**src/rtl/sad_pkg.sv**
```systemverilog
package sad_pkg;

    localparam int INSTR_W   = 32;
    localparam int IDX_W     = 4;
    localparam logic [7:0] OP_HI_SAD  = 8'h78;
    localparam logic [3:0] OP_LO_SAD  = 4'h1;
    localparam logic [IDX_W-1:0] NO_ACC_IDX = 4'hF;

    typedef enum logic [3:0] {
        CC_ZSET = 4'h0, CC_ZCLR = 4'h1, CC_CSET = 4'h2, CC_CCLR = 4'h3,
        CC_NSET = 4'h4, CC_NCLR = 4'h5, CC_VSET = 4'h6, CC_VCLR = 4'h7,
        CC_UHI  = 4'h8, CC_ULS  = 4'h9, CC_SGE  = 4'hA, CC_SLT  = 4'hB,
        CC_SGT  = 4'hC, CC_SLE  = 4'hD, CC_ALW  = 4'hE, CC_NEV  = 4'hF
    } cond_e;

    typedef struct packed {
        logic n;
        logic z;
        logic c;
        logic v;
    } flags_t;

    typedef struct packed {
        cond_e            cond;
        logic [7:0]       op_hi;
        logic [IDX_W-1:0] dst;
        logic [IDX_W-1:0] acc;
        logic [IDX_W-1:0] src_b;
        logic [3:0]       op_lo;
        logic [IDX_W-1:0] src_a;
    } fields_t;

    function automatic logic cond_pass(input cond_e cc, input flags_t f);
        logic r;
        case (cc)
            CC_ZSET: r = f.z;
            CC_ZCLR: r = !f.z;
            CC_CSET: r = f.c;
            CC_CCLR: r = !f.c;
            CC_NSET: r = f.n;
            CC_NCLR: r = !f.n;
            CC_VSET: r = f.v;
            CC_VCLR: r = !f.v;
            CC_UHI:  r = f.c && !f.z;
            CC_ULS:  r = !f.c || f.z;
            CC_SGE:  r = (f.n == f.v);
            CC_SLT:  r = (f.n != f.v);
            CC_SGT:  r = !f.z && (f.n == f.v);
            CC_SLE:  r = f.z || (f.n != f.v);
            CC_ALW:  r = 1'b1;
            default: r = 1'b0;
        endcase
        return r;
    endfunction

endpackage

```
**src/rtl/sad_decode.sv**
```systemverilog
module sad_decode
    import sad_pkg::*;
(
    input  logic [INSTR_W-1:0] instr,
    output fields_t            fields,
    output logic               is_sad
);
    always_comb begin
        fields = fields_t'(instr);
        is_sad = (fields.op_hi == OP_HI_SAD) && (fields.op_lo == OP_LO_SAD);
    end
endmodule

```
**src/rtl/sad_cond_eval.sv**
```systemverilog
module sad_cond_eval
    import sad_pkg::*;
(
    input  cond_e  cond,
    input  flags_t flags,
    output logic   pass
);
    always_comb pass = cond_pass(cond, flags);
endmodule

```
**src/rtl/sad_lane_sum.sv**
```systemverilog
module sad_lane_sum #(
    parameter int DATA_W = 32,
    parameter int LANE_W = 8
) (
    input  logic [DATA_W-1:0] op_a,
    input  logic [DATA_W-1:0] op_b,
    input  logic [DATA_W-1:0] addend,
    output logic [DATA_W-1:0] total
);
    localparam int LANES = DATA_W / LANE_W;

    logic [LANE_W-1:0] diff [LANES];

    for (genvar g = 0; g < LANES; g++) begin : g_lane
        logic [LANE_W-1:0] la, lb;
        always_comb begin
            la = op_a[g*LANE_W +: LANE_W];
            lb = op_b[g*LANE_W +: LANE_W];
            diff[g] = (la > lb) ? (la - lb) : (lb - la);
        end
    end

    always_comb begin
        logic [DATA_W-1:0] acc;
        acc = addend;
        for (int i = 0; i < LANES; i++) begin
            acc = acc + DATA_W'(diff[i]);
        end
        total = acc;
    end
endmodule

```
**src/rtl/sad_exec_unit.sv**
```systemverilog
module sad_exec_unit
    import sad_pkg::*;
#(
    parameter int DATA_W  = 32,
    parameter int LANE_W  = 8,
    parameter int PC_STEP = 4
) (
    input  logic                clk,
    input  logic                rst,
    input  logic                in_valid,
    input  logic [INSTR_W-1:0]  instr,
    input  logic [3:0]          flags,
    input  logic [DATA_W-1:0]   pc_in,
    output logic [IDX_W-1:0]    rd_addr_a,
    input  logic [DATA_W-1:0]   rd_data_a,
    output logic [IDX_W-1:0]    rd_addr_b,
    input  logic [DATA_W-1:0]   rd_data_b,
    output logic [IDX_W-1:0]    rd_addr_c,
    input  logic [DATA_W-1:0]   rd_data_c,
    output logic                out_valid,
    output logic                wr_en,
    output logic [IDX_W-1:0]    wr_idx,
    output logic [DATA_W-1:0]   wr_data,
    output logic [DATA_W-1:0]   pc_next
);
    fields_t            fld;
    logic               is_sad;
    logic               pass;
    logic [DATA_W-1:0]  addend;
    logic [DATA_W-1:0]  result;

    sad_decode u_dec (
        .instr  (instr),
        .fields (fld),
        .is_sad (is_sad)
    );

    sad_cond_eval u_cond (
        .cond  (fld.cond),
        .flags (flags_t'(flags)),
        .pass  (pass)
    );

    assign rd_addr_a = fld.src_a;
    assign rd_addr_b = fld.src_b;
    assign rd_addr_c = fld.acc;

    always_comb addend = (fld.acc == NO_ACC_IDX) ? '0 : rd_data_c;

    sad_lane_sum #(.DATA_W(DATA_W), .LANE_W(LANE_W)) u_sum (
        .op_a   (rd_data_a),
        .op_b   (rd_data_b),
        .addend (addend),
        .total  (result)
    );

    always_ff @(posedge clk) begin
        if (rst) begin
            out_valid <= 1'b0;
            wr_en     <= 1'b0;
        end else begin
            out_valid <= in_valid;
            wr_en     <= in_valid && pass && is_sad;
        end
    end

    always_ff @(posedge clk) begin
        if (in_valid) begin
            wr_idx  <= fld.dst;
            wr_data <= result;
            pc_next <= pc_in + DATA_W'(PC_STEP);
        end
    end
endmodule

```
**config.mk**
```make
export PLATFORM = sky130hd
export DESIGN_NAME = sad_exec_unit
export DESIGN_NICKNAME = d
export VERILOG_FILES = /design/src/rtl/sad_pkg.sv /design/src/rtl/sad_decode.sv /design/src/rtl/sad_cond_eval.sv /design/src/rtl/sad_lane_sum.sv /design/src/rtl/sad_exec_unit.sv
export SDC_FILE = /design/constraint.sdc
export NUM_CORES = 1
export LEC_CHECK = 0
export ABC_AREA = 1
export CAP_MARGIN = 40
export CELL_PAD_IN_SITES_DETAIL_PLACEMENT = 2
export CELL_PAD_IN_SITES_GLOBAL_PLACEMENT = 2
export CORE_ASPECT_RATIO = 2
export CORE_MARGIN = 4
export CORE_UTILIZATION = 29
export DETAILED_ROUTE_END_ITERATION = 8
export PLACE_DENSITY_LB_ADDON = 0.1
export SYNTH_ARGS = -nofsm -noshare
export SYNTH_HDL_FRONTEND = slang
export SYNTH_SLANG_ARGS = --single-unit
```
**constraint.sdc**
```tcl
create_clock -name clk -period 8.05 [get_ports clk]
set_clock_uncertainty 0.2 [all_clocks]
set_input_delay 0.805 -clock clk [delete_from_list [all_inputs] [get_ports clk]]
set_output_delay 0.805 -clock clk [all_outputs]
set_load 0.02 [all_outputs]
```
==> qor.csv <==
stage,metric,value,unit
status,status,completed,
timing,Final Max Slew Viols,0,
timing,post-route setup slack,1.56,ns
critical_path,Required @ worst endpoint,7.96,ns
clock_network,clock buffer count from CTS,9,
placed_design,total instance count after detailed placement,1718,
yosys,dominant cell type by area after synthesis,sky130_fd_sc_hd__edfxtp_1,
yosys,top cell types by occurrence after synthesis,"297 x sky130_fd_sc_hd__nand2_1, 217 x sky130_fd_sc_hd__inv_1, 107 x sky130_fd_sc_hd__nor2_1",
layout,post-route cell area,11300,um2
routing,drt total wl,31800,um
routing,detailed router's first-iteration violation count,258,
global_route,largest net degree at the start of global routing,41,
placed_design,Setup WS pre-CTS,1.11,ns
placed_design,HPWL Detailed,28400,um
hold_path,Min-Delay Path Class,input port to flop,
layout,share of cells above drive strength 1,0.0501,
critical_path,kind of critical path,input port to flop,
placed_design,Final GP Congestion,0.850,
yosys,most used flip-flop cell after synthesis,sky130_fd_sc_hd__edfxtp_1,
routing,TritonRoute pass-1 iters,4,
clock_network,cell chosen for the clock root,sky130_fd_sc_hd__clkbuf_16,
yosys,area share of the leading cell type in the synthesized netlist,0.244,
power_and_ir_drop,power density cells,246,nW/um2
power_and_ir_drop,highest ir drop seen on vdd,146,uV
yosys,"EDFF count, synth",68,
clock_network,Resize count post-CTS,0,
critical_path,critical path startpoint category,input port,
layout,number of cells in the finished layout apart from fillers,1734,
clock_network,CTS tree,done,
yosys,register bit total from synthesis,70,
layout,count of nets after finishing,1647,
routing,post-DR vias/cell,4.82,
yosys,yosys synthesis warning count,0,
clock_network,# clock sinks,70,
floorplan,overall die area,31800,um2
yosys,net count of the mapped netlist,1430,
clock_network,clk slew on worst S/H paths,0.07,ns
yosys,most area-consuming cells after synthesis,"sky130_fd_sc_hd__edfxtp_1 24%, sky130_fd_sc_hd__nand2_1 13%, sky130_fd_sc_hd__ha_1 11%",
critical_path,Crit Path Max Fanout,9,
job,reported max-cap violation count,0,
timing,fin crit share,0.806,
yosys,share of synthesized registers carrying an async set or reset,0,
power_and_ir_drop,leak pwr,5.31,nW
placed_design,placed inst area,11000,um2
routing,total via count after detailed routing,8351,
critical_path,WP data arrival,6.40,ns
yosys,sequential element share of the synthesized area,0.249,
routing,final routed wire length divided by cell count,18.3,um
timing,Period minus WS final,6.49,ns
timing,accumulated negative setup slack,0,ns
clock_network,Max clock buf depth,2,
floorplan,initial cell density of the core,0.296,
placed_design,# port buffers,232,
yosys,synthesized instance count,1156,
timing,Worst Max-Slew Pin Slew,0.750,ns
global_route,residual overflow from global routing,0,
layout,layout overhead on the synthesized area,34.5,%
yosys,"Avg Cell Area, Syn",7.24,um2
timing,number of hold-slack violations in the final timing report,0,
global_route,overall fraction of global-route tracks in use,0.201,
yosys,"count leader, synth",sky130_fd_sc_hd__nand2_1,
timing,total setup violations reported at the end of the flow,0,
clock_network,hold bufs inserted after CTS,0,
critical_path,type of destination of the critical path,flop,
global_route,number of global-route vias before repair,9588,
timing,Fmax achieved,0.154,GHz
yosys,post-synth cell types,37,
floorplan,die span in x,128,um
clock_network,H-tree depth,3,
floorplan,core area,28300,um2
floorplan,number of rows in the core area,87,
layout,Diodes inserted,0,
timing,worst relative slew slack,0.500,
timing,setup repair after global routing missed its margin,no,
clock_network,"Setup Fix Bufs, Post-CTS",0,
global_route,initial antenna violation count,1,
yosys,synthesized cell area,8370,um2
routing,final routed DRC violation total,0,
routing,post-detailed-route count of antenna-violating nets,0,
timing,Min Hold Slack,0.803,ns
floorplan,top-level port count,249,
global_route,first-pass GRT wire length,49700,um
floorplan,die boundary height,248,um
[cells in the final DEF, fill, tap and decap left out, types with 8 or more instances in the layout]
cell type / instances
sky130_fd_sc_hd__a21oi_1: 57
sky130_fd_sc_hd__clkbuf_16: 9
sky130_fd_sc_hd__clkdlybuf4s50_1: 231
sky130_fd_sc_hd__edfxtp_1: 68
sky130_fd_sc_hd__fa_1: 31
sky130_fd_sc_hd__ha_1: 76
sky130_fd_sc_hd__inv_1: 217
sky130_fd_sc_hd__nand2_1: 297
sky130_fd_sc_hd__nand2_2: 10
sky130_fd_sc_hd__nand3_1: 43
sky130_fd_sc_hd__nand4_1: 21
sky130_fd_sc_hd__nor2_1: 107
sky130_fd_sc_hd__nor2_2: 10
sky130_fd_sc_hd__nor3_1: 11
sky130_fd_sc_hd__o211ai_1: 10
sky130_fd_sc_hd__o21ai_0: 27
sky130_fd_sc_hd__or2_2: 8
sky130_fd_sc_hd__xnor2_1: 20
sky130_fd_sc_hd__xor2_1: 60
[area by class of cell]
type	count	area [um2]
fill	3361	17000
multi-input combinational	835	5260
tap	356	445
inverter	223	837
clock buffer	9	225
timing repair buffer	234	2330
clock inverter	7	80.1
sequential	70	2080
[per-layer routing]
metal / GRT usage / wire length [um] / vias up
met2: 0.452 / 20100 / 189
met3: 0.0238 / 1060 / 43
met5: 0 / 13 / -
met4: 0.0669 / 885 / 2
li1: - / - / 4041
met1: 0.168 / 9690 / 4076
[cell families (layout without fill, tap and decap cells)]
family          count (synthesis)  count (layout)  share of synthesized area
xor+xnor                       80              80                     0.0837
simple gates                  534             534                      0.282
flops                          70              70                      0.249
buf+inv                       251             473                      0.123
compound gates                114             114                     0.0747
fa+ha+maj                     107             107                      0.188
[critical path: stages]
cell and delay [ns]:
sky130_fd_sc_hd__clkdlybuf4s50_1 0.50, sky130_fd_sc_hd__inv_1 0.05, sky130_fd_sc_hd__ha_1 0.44, sky130_fd_sc_hd__nand2_1 0.16, sky130_fd_sc_hd__nor3_1 0.31, sky130_fd_sc_hd__nand4_1 0.16, sky130_fd_sc_hd__nand2_2 0.22, sky130_fd_sc_hd__inv_2 0.11
sky130_fd_sc_hd__nand2_1 0.07, sky130_fd_sc_hd__nand2_1 0.11, sky130_fd_sc_hd__fa_1 0.51, sky130_fd_sc_hd__inv_1 0.06, sky130_fd_sc_hd__fa_1 0.52, sky130_fd_sc_hd__fa_1 0.51, sky130_fd_sc_hd__inv_1 0.07, sky130_fd_sc_hd__ha_1 0.27
sky130_fd_sc_hd__inv_1 0.09, sky130_fd_sc_hd__fa_1 0.45, sky130_fd_sc_hd__nor2_1 0.14, sky130_fd_sc_hd__nor2_1 0.08, sky130_fd_sc_hd__o21ai_0 0.43, sky130_fd_sc_hd__nand3_1 0.18, sky130_fd_sc_hd__nand3_1 0.10, sky130_fd_sc_hd__nand2_1 0.05
[per-stage QoR]
step	util	total power [W]
6_report	0.398	0.00277
5_1_grt	0.398	0.00304
4_1_cts	0.398	0.00284
3_5_place_dp	0.387	0.00241
3_3_place_gp	0.387	0.00237
2_1_floorplan	-	0.00176
[worst paths after layout]
kind / to / slack (ns) / cells past startpoint / start
worst min-delay path: wr_idx[0] / 0.80 / 1 / instr[16]
worst max-delay path: wr_data[25] / 1.56 / 24 / rd_data_a[20]
[power by group]
group | internal, W | switching (W) | total (W)
clock network | 0.000244 | 0.000174 | 0.000418
registers | 0.000538 | 0.0000188 | 0.000557
logic | 0.000708 | 0.00109 | 0.00180
[flip-flops by register name, summed over array words and instances, names as in the netlist]
register   cells
wr_data       32
wr_idx         4
pc_next       32
wr_en          1
out_valid      1
(Power assumes the default switching activity.)
